**config.mk**
```make
export PLATFORM = sky130hd
export DESIGN_NAME = simd_sat_adder
export DESIGN_NICKNAME = d
export VERILOG_FILES = /design/src/rtl/simd_add_pkg.sv /design/src/rtl/simd_seg_chain.sv /design/src/rtl/simd_lane_clamp.sv /design/src/rtl/simd_sat_adder.sv
export SDC_FILE = /design/constraint.sdc
export NUM_CORES = 1
export LEC_CHECK = 0
export BUFFER_PORTS_ARGS = -buffer_cell sky130_fd_sc_hd__buf_2
export CAP_MARGIN = 20
export CORE_ASPECT_RATIO = 1.75
export CORE_MARGIN = 2
export CORE_UTILIZATION = 30
export CTS_BUF_LIST = sky130_fd_sc_hd__clkbuf_2
export CTS_CLUSTER_SIZE = 14
export DETAILED_ROUTE_END_ITERATION = 8
export PLACE_DENSITY = 0.57
export SKIP_CTS_REPAIR_TIMING = 1
export SYNTH_ARGS = -nofsm -noshare
export SYNTH_HDL_FRONTEND = slang
export SYNTH_SLANG_ARGS = --single-unit
```
**constraint.sdc**
```tcl
create_clock -name clk -period 1.69 [get_ports clk]
set_input_delay 0.4225 -clock clk [delete_from_list [all_inputs] [get_ports clk]]
set_output_delay 0.4225 -clock clk [all_outputs]
set_load 0.02 [all_outputs]
```
**src/rtl/simd_add_pkg.sv**
```systemverilog
package simd_add_pkg;
   localparam int SEG_COUNT = 8;
   localparam int CFG_W     = 2;

   typedef enum logic [CFG_W-1:0] {
      LANE_8X  = 2'd0,
      LANE_16X = 2'd1,
      LANE_32X = 2'd2,
      LANE_64X = 2'd3
   } lane_cfg_e;
endpackage

```
**src/rtl/simd_seg_chain.sv**
```systemverilog
module simd_seg_chain #(
   parameter int SEG_W = 8,
   parameter int SEG_N = simd_add_pkg::SEG_COUNT,
   parameter int SI    = $clog2(SEG_N),
   parameter int DW    = SEG_W * SEG_N
) (
   input  logic [DW-1:0]    a,
   input  logic [DW-1:0]    b,
   input  logic [SI-1:0]    cfg,
   input  logic             sub,
   output logic [DW-1:0]    sum,
   output logic [SEG_N-1:0] cout,
   output logic [SEG_N-1:0] cmsb
);
   logic [SI-1:0]    mask;
   logic [SEG_N-1:0] first;

   assign mask = ~({SI{1'b1}} << cfg);

   always_comb begin
      for (int s = 0; s < SEG_N; s++) begin
         first[s] = ((SI'(s) & mask) == '0);
      end
   end

   for (genvar s = 0; s < SEG_N; s++) begin : g_seg
      logic [SEG_W-1:0] aa, bb, low;
      logic             ci;
      assign aa = a[s*SEG_W +: SEG_W];
      assign bb = b[s*SEG_W +: SEG_W] ^ {SEG_W{sub}};
      if (s == 0) begin : g_base
         assign ci = sub;
      end else begin : g_link
         assign ci = first[s] ? sub : cout[s-1];
      end
      assign low = {1'b0, aa[SEG_W-2:0]} + {1'b0, bb[SEG_W-2:0]}
                 + {{(SEG_W-1){1'b0}}, ci};
      assign cmsb[s] = low[SEG_W-1];
      assign sum[s*SEG_W +: SEG_W-1] = low[SEG_W-2:0];
      assign sum[s*SEG_W + SEG_W-1]  = aa[SEG_W-1] ^ bb[SEG_W-1] ^ low[SEG_W-1];
      assign cout[s] = (aa[SEG_W-1] & bb[SEG_W-1]) | (aa[SEG_W-1] & low[SEG_W-1])
                     | (bb[SEG_W-1] & low[SEG_W-1]);
   end
endmodule

```
**src/rtl/simd_lane_clamp.sv**
```systemverilog
module simd_lane_clamp #(
   parameter int SEG_W = 8,
   parameter int SEG_N = simd_add_pkg::SEG_COUNT,
   parameter int SI    = $clog2(SEG_N),
   parameter int DW    = SEG_W * SEG_N
) (
   input  logic [DW-1:0]    a,
   input  logic [DW-1:0]    raw,
   input  logic [SEG_N-1:0] cout,
   input  logic [SEG_N-1:0] cmsb,
   input  logic [SI-1:0]    cfg,
   input  logic             sat_en,
   input  logic             signed_en,
   input  logic             sub_en,
   output logic [DW-1:0]    res,
   output logic [SEG_N-1:0] lane_sat
);
   localparam logic [SEG_W-1:0] ONES = {SEG_W{1'b1}};
   localparam logic [SEG_W-1:0] TOPB = {1'b1, {(SEG_W-1){1'b0}}};

   logic [SI-1:0]    mask;
   logic [SEG_N-1:0] last, ovf, hit, neg;

   assign mask = ~({SI{1'b1}} << cfg);

   always_comb begin
      for (int s = 0; s < SEG_N; s++) begin
         last[s] = ((SI'(s) & mask) == mask);
         if (signed_en) ovf[s] = cout[s] ^ cmsb[s];
         else           ovf[s] = sub_en ? ~cout[s] : cout[s];
         hit[s] = sat_en & last[s] & ovf[s];
         neg[s] = a[s*SEG_W + SEG_W-1];
      end
   end

   always_comb begin
      logic [SI-1:0]    g;
      logic [SEG_W-1:0] cv;
      lane_sat = '0;
      res      = raw;
      for (int s = 0; s < SEG_N; s++) begin
         g = SI'(s) | mask;
         if (!signed_en)  cv = sub_en ? '0 : ONES;
         else if (neg[g]) cv = last[s] ? TOPB : '0;
         else             cv = last[s] ? ~TOPB : ONES;
         if (hit[g]) res[s*SEG_W +: SEG_W] = cv;
         if (hit[s]) lane_sat[SI'(s) >> cfg] = 1'b1;
      end
   end
endmodule

```
**src/rtl/simd_sat_adder.sv**
```systemverilog
module simd_sat_adder #(
   parameter int SEG_W = 8,
   parameter int SEG_N = simd_add_pkg::SEG_COUNT,
   parameter int SI    = $clog2(SEG_N),
   parameter int DW    = SEG_W * SEG_N
) (
   input  logic             clk,
   input  logic             rst_n,
   input  logic             in_valid,
   input  logic [DW-1:0]    op_a,
   input  logic [DW-1:0]    op_b,
   input  logic [1:0]       lane_cfg,
   input  logic             sat_en,
   input  logic             signed_en,
   input  logic             sub_en,
   output logic             out_valid,
   output logic [DW-1:0]    result,
   output logic [SEG_N-1:0] lane_sat
);
   import simd_add_pkg::*;

   if (SEG_W < 2) begin : g_bad_seg
      $error("SEG_W must be at least 2");
   end
   if (SEG_N != 8) begin : g_bad_count
      $error("SEG_N must be 8 so that four layouts fit the two-bit select");
   end

   logic [DW-1:0]    raw_sum, clamped;
   logic [SEG_N-1:0] seg_cout, seg_cmsb, sat_now;
   logic [SI-1:0]    cfg_w;

   assign cfg_w = SI'(lane_cfg);

   simd_seg_chain #(.SEG_W(SEG_W), .SEG_N(SEG_N)) u_chain (
      .a(op_a), .b(op_b), .cfg(cfg_w), .sub(sub_en),
      .sum(raw_sum), .cout(seg_cout), .cmsb(seg_cmsb)
   );

   simd_lane_clamp #(.SEG_W(SEG_W), .SEG_N(SEG_N)) u_clamp (
      .a(op_a), .raw(raw_sum), .cout(seg_cout), .cmsb(seg_cmsb), .cfg(cfg_w),
      .sat_en(sat_en), .signed_en(signed_en), .sub_en(sub_en),
      .res(clamped), .lane_sat(sat_now)
   );

   always_ff @(posedge clk or negedge rst_n) begin
      if (!rst_n) begin
         out_valid <= 1'b0;
         result    <= '0;
         lane_sat  <= '0;
      end else begin
         out_valid <= in_valid;
         if (in_valid) begin
            result   <= clamped;
            lane_sat <= sat_now;
         end
      end
   end

   p_lat_r2: assert property (@(posedge clk) disable iff (!rst_n)
      in_valid |=> out_valid);
   p_idle_r2: assert property (@(posedge clk) disable iff (!rst_n)
      !in_valid |=> !out_valid);
   p_wrap_noflag_r9: assert property (@(posedge clk) disable iff (!rst_n)
      (in_valid && !sat_en) |=> (lane_sat == '0));
   p_full_flag_r5: assert property (@(posedge clk) disable iff (!rst_n)
      (in_valid && lane_cfg == LANE_64X) |=> (lane_sat[SEG_N-1:1] == '0));
   p_uns_ones_r6: assert property (@(posedge clk) disable iff (!rst_n)
      (in_valid && sat_en && !signed_en && !sub_en && lane_cfg == LANE_8X)
      |=> (!lane_sat[0] || result[SEG_W-1:0] == {SEG_W{1'b1}}));
   p_sgn_clamp_r7: assert property (@(posedge clk) disable iff (!rst_n)
      (in_valid && sat_en && signed_en && lane_cfg == LANE_8X)
      |=> (!lane_sat[0] || result[SEG_W-2:0] == {(SEG_W-1){~result[SEG_W-1]}}));
   p_uns_floor_r8: assert property (@(posedge clk) disable iff (!rst_n)
      (in_valid && sat_en && !signed_en && sub_en && lane_cfg == LANE_8X)
      |=> (!lane_sat[0] || result[SEG_W-1:0] == '0));
endmodule

```
==> flow_summary.ini <==
[critical_path]
crit_top_cell = fa_2
required_ns = 2.18
cp-start-kind = primary input
cp_top_family = adder cells
end_kind = flop
crit_buf_inv = 6
timing.rr.start = result[21]
crit_start = sub_en
r2r_slack_ns = 0.74
rr_worst_depth = 2
slowest_delay_ns = 0.44
r2r_end = result[21]
path_class = in2reg
worstPathMaxFanout = 8
crit_end = result[19]
critPathArrivalTime_ns = 13.92
path_depth = 77
cp_slowest_cell = fa_2

[synthesis]
synth_nets = 1052
ys_warn_count = 0
netlist_area_um2 = 7320
synth_seq_cells = 73
synthTopCellsByCount = a21oi_1 (93), nor2_1 (88), dfrtp_1 (73)
synth.most_common_cell = a21oi_1
yosysUniqueCellTypes = 75
yosysTopAreaCell = dfrtp_1
synth-edff-count = 0
synth_area_per_cell_um2 = 8.735
ys.flop_type = dfrtp_1
yosys-top-cells-area = dfrtp_1 (25%), ha_1 (9.4%), xor2_1 (7.3%)
synth.top_cell.area_share = 0.2496
yosysSeqAreaShare = 0.2496
async_flop_share = 1.000
netlist_instances = 838

[timing]
period_needed_ns = 13.43
max-slew-margin-rel = 0.5468
hold_viol_final = 0
setup_viol = 71
fin_crit_sh = 7.947
finClkSkew_ns = 0
rsz0062_at_grt = yes
slew_viol_final = 0
tns_ns = -810.90
worstMarginPinSlew_ns = 0.6798
finalWorstSetupSlack_ns = -11.74
max_freq_mhz = 74.46

[clock_tree]
cts_made_buffers = 9
clkLatencyLatePin_ns = 0.59
cts.sinks = 73
clkTransAtPathRegs_ns = 0.22
cts_buffer_depth = 2
htreeDepth = 3
cts_tree = built
cts-root-buf = clkbuf_2

[floorplan]
die_w_um = 122.1
num_io_pins = 209
die_area_um2 = 25710
row_count = 75
start_util = 0.3047
dieHeight_um = 210.6
core_area_um2 = 24020

[place]
port-buffer-count = 208
preCtsSetupSlack_ns = -12.46
placed_cell_area_um2 = 10530
place_hpwl_um = 22270
gp_congestion = 0.9140

[drt]
routedWlPerCell_um = 17.06
routed_wirelength_um = 27110
viasPerCell = 4.930
drt_pass1_iterations = 7
drc_errors = 0
drt_iter0_drc = 299
vias = 7834
ant_nets = 0

[cells_and_area]
drive_gt1_frac = 0.4703
design_area_um2 = 11270
areaGrowthSynthToFinish_pct = 53.98
nNetsFinal = 1487
fin_util = 0.4692

[status]
outcome = finished with violations
violations = negative setup slack

[power_and_ir_drop]
power_mw = 9.428
p_leak_nw = 5.559
power.density_nw_per_um2 = 836.5
power.internal_mw = 5.438
ir_drop_v = 0.0004212
power_switching_share = 0.4232
combPwrFrac = 0.610
switchingPower_mw = 3.990
pwr-share-seq = 0.266
clkPwrFrac = 0.124

[flow_run]
cap_violations = 0

[min_path]
hold_class = in2reg

[global_routing]
track_usage = 0.2092
antenna_found_initial = 3
grt_pass1_wl_um = 41030
grt_pass1_vias = 8136
grt_overflow = 0
grt_max_degree = 74
[state kept, by name, indices dropped and copies added (netlist names)]
| signal | flops |
|---|---|
| result | 64 |
| lane_sat | 8 |
| out_valid | 1 |
[cell families after synthesis]
kind of cell             synth area share
multiplexers                      0.04188
buffers and inverters             0.04974
AO/OA/AOI/OAI                      0.2337
adder cells (fa/ha/maj)            0.1569
XOR/XNOR                           0.1209
AND/OR/NAND/NOR                    0.1474
flip-flops                         0.2496
[worst min path at each step]
stage,endpoint,start,depth (start not counted),slack [ns]
after floorplan,lane_sat[0],rst_n,0,0.13
after global placement,result[41],result[41],1,0.46
after detailed placement,result[51],rst_n,2,0.47
after CTS,result[47],rst_n,2,-0.23
after global routing,out_valid,in_valid,2,0.15
final,out_valid,in_valid,2,0.16
[routing by layer]
layer	vias to the layer above	wire [µm]	GRT usage
met3	61	1065	0.02592
met4	0	1359	0.1122
met2	217	15120	0.4011
met5	-	0	0
li1	3835	-	-
met1	3721	9567	0.2144
[metrics by stage]
step | hold WS, ns | instances
detailed placement | 0.4720 | 1553
global placement | 0.4589 | 1553
CTS | -0.2263 | 1569
finish | 0.1577 | 1589
global route | 0.1474 | 1589
floorplan | 0.1269 | 838
[area by class of cell]
type                       instances  area (µm²)
clock inverter                     7       85.08
antenna                            3       7.507
timing repair buffer             463        3129
inverter                          49       186.4
sequential                        73        1827
tap                              308       385.4
multi-input combinational        677        5605
fill                            2461       12750
clock buffer                       9       45.04
[placed cells by master (no fill, tap or decap), types with 5 or more instances in the layout]
master	instances
a211o_1	6
a211oi_1	7
a21o_1	19
a21oi_1	78
a21oi_2	16
a221o_1	10
a31oi_1	5
and3_1	5
and4_1	5
buf_2	192
buf_4	242
buf_6	25
clkbuf_2	9
clkinv_2	5
dfrtp_1	73
fa_1	8
fa_2	15
ha_1	53
inv_1	42
inv_2	5
mux2_2	7
mux2i_1	16
nand2_1	37
nand2b_1	12
nand3_1	10
nor2_1	83
nor2b_1	13
nor3_1	10
o21a_1	11
o21ai_0	24
o21ai_1	8
o21ai_2	7
o31a_1	5
xnor2_1	40
xor2_1	60
[power by group through the flow]
stage | Clock [mW] | Combinational [mW] | Sequential [mW]
5_1_grt | 1.26 | 6.26 | 2.57
3_3_place_gp | 0 | 5.27 | 2.52
3_5_place_dp | 0 | 5.32 | 2.53
2_1_floorplan | 0 | 2.50 | 3.03
6_report | 1.17 | 5.75 | 2.51
4_1_cts | 1.21 | 5.34 | 2.50
No activity file was read; power rests on OpenSTA's default activity.
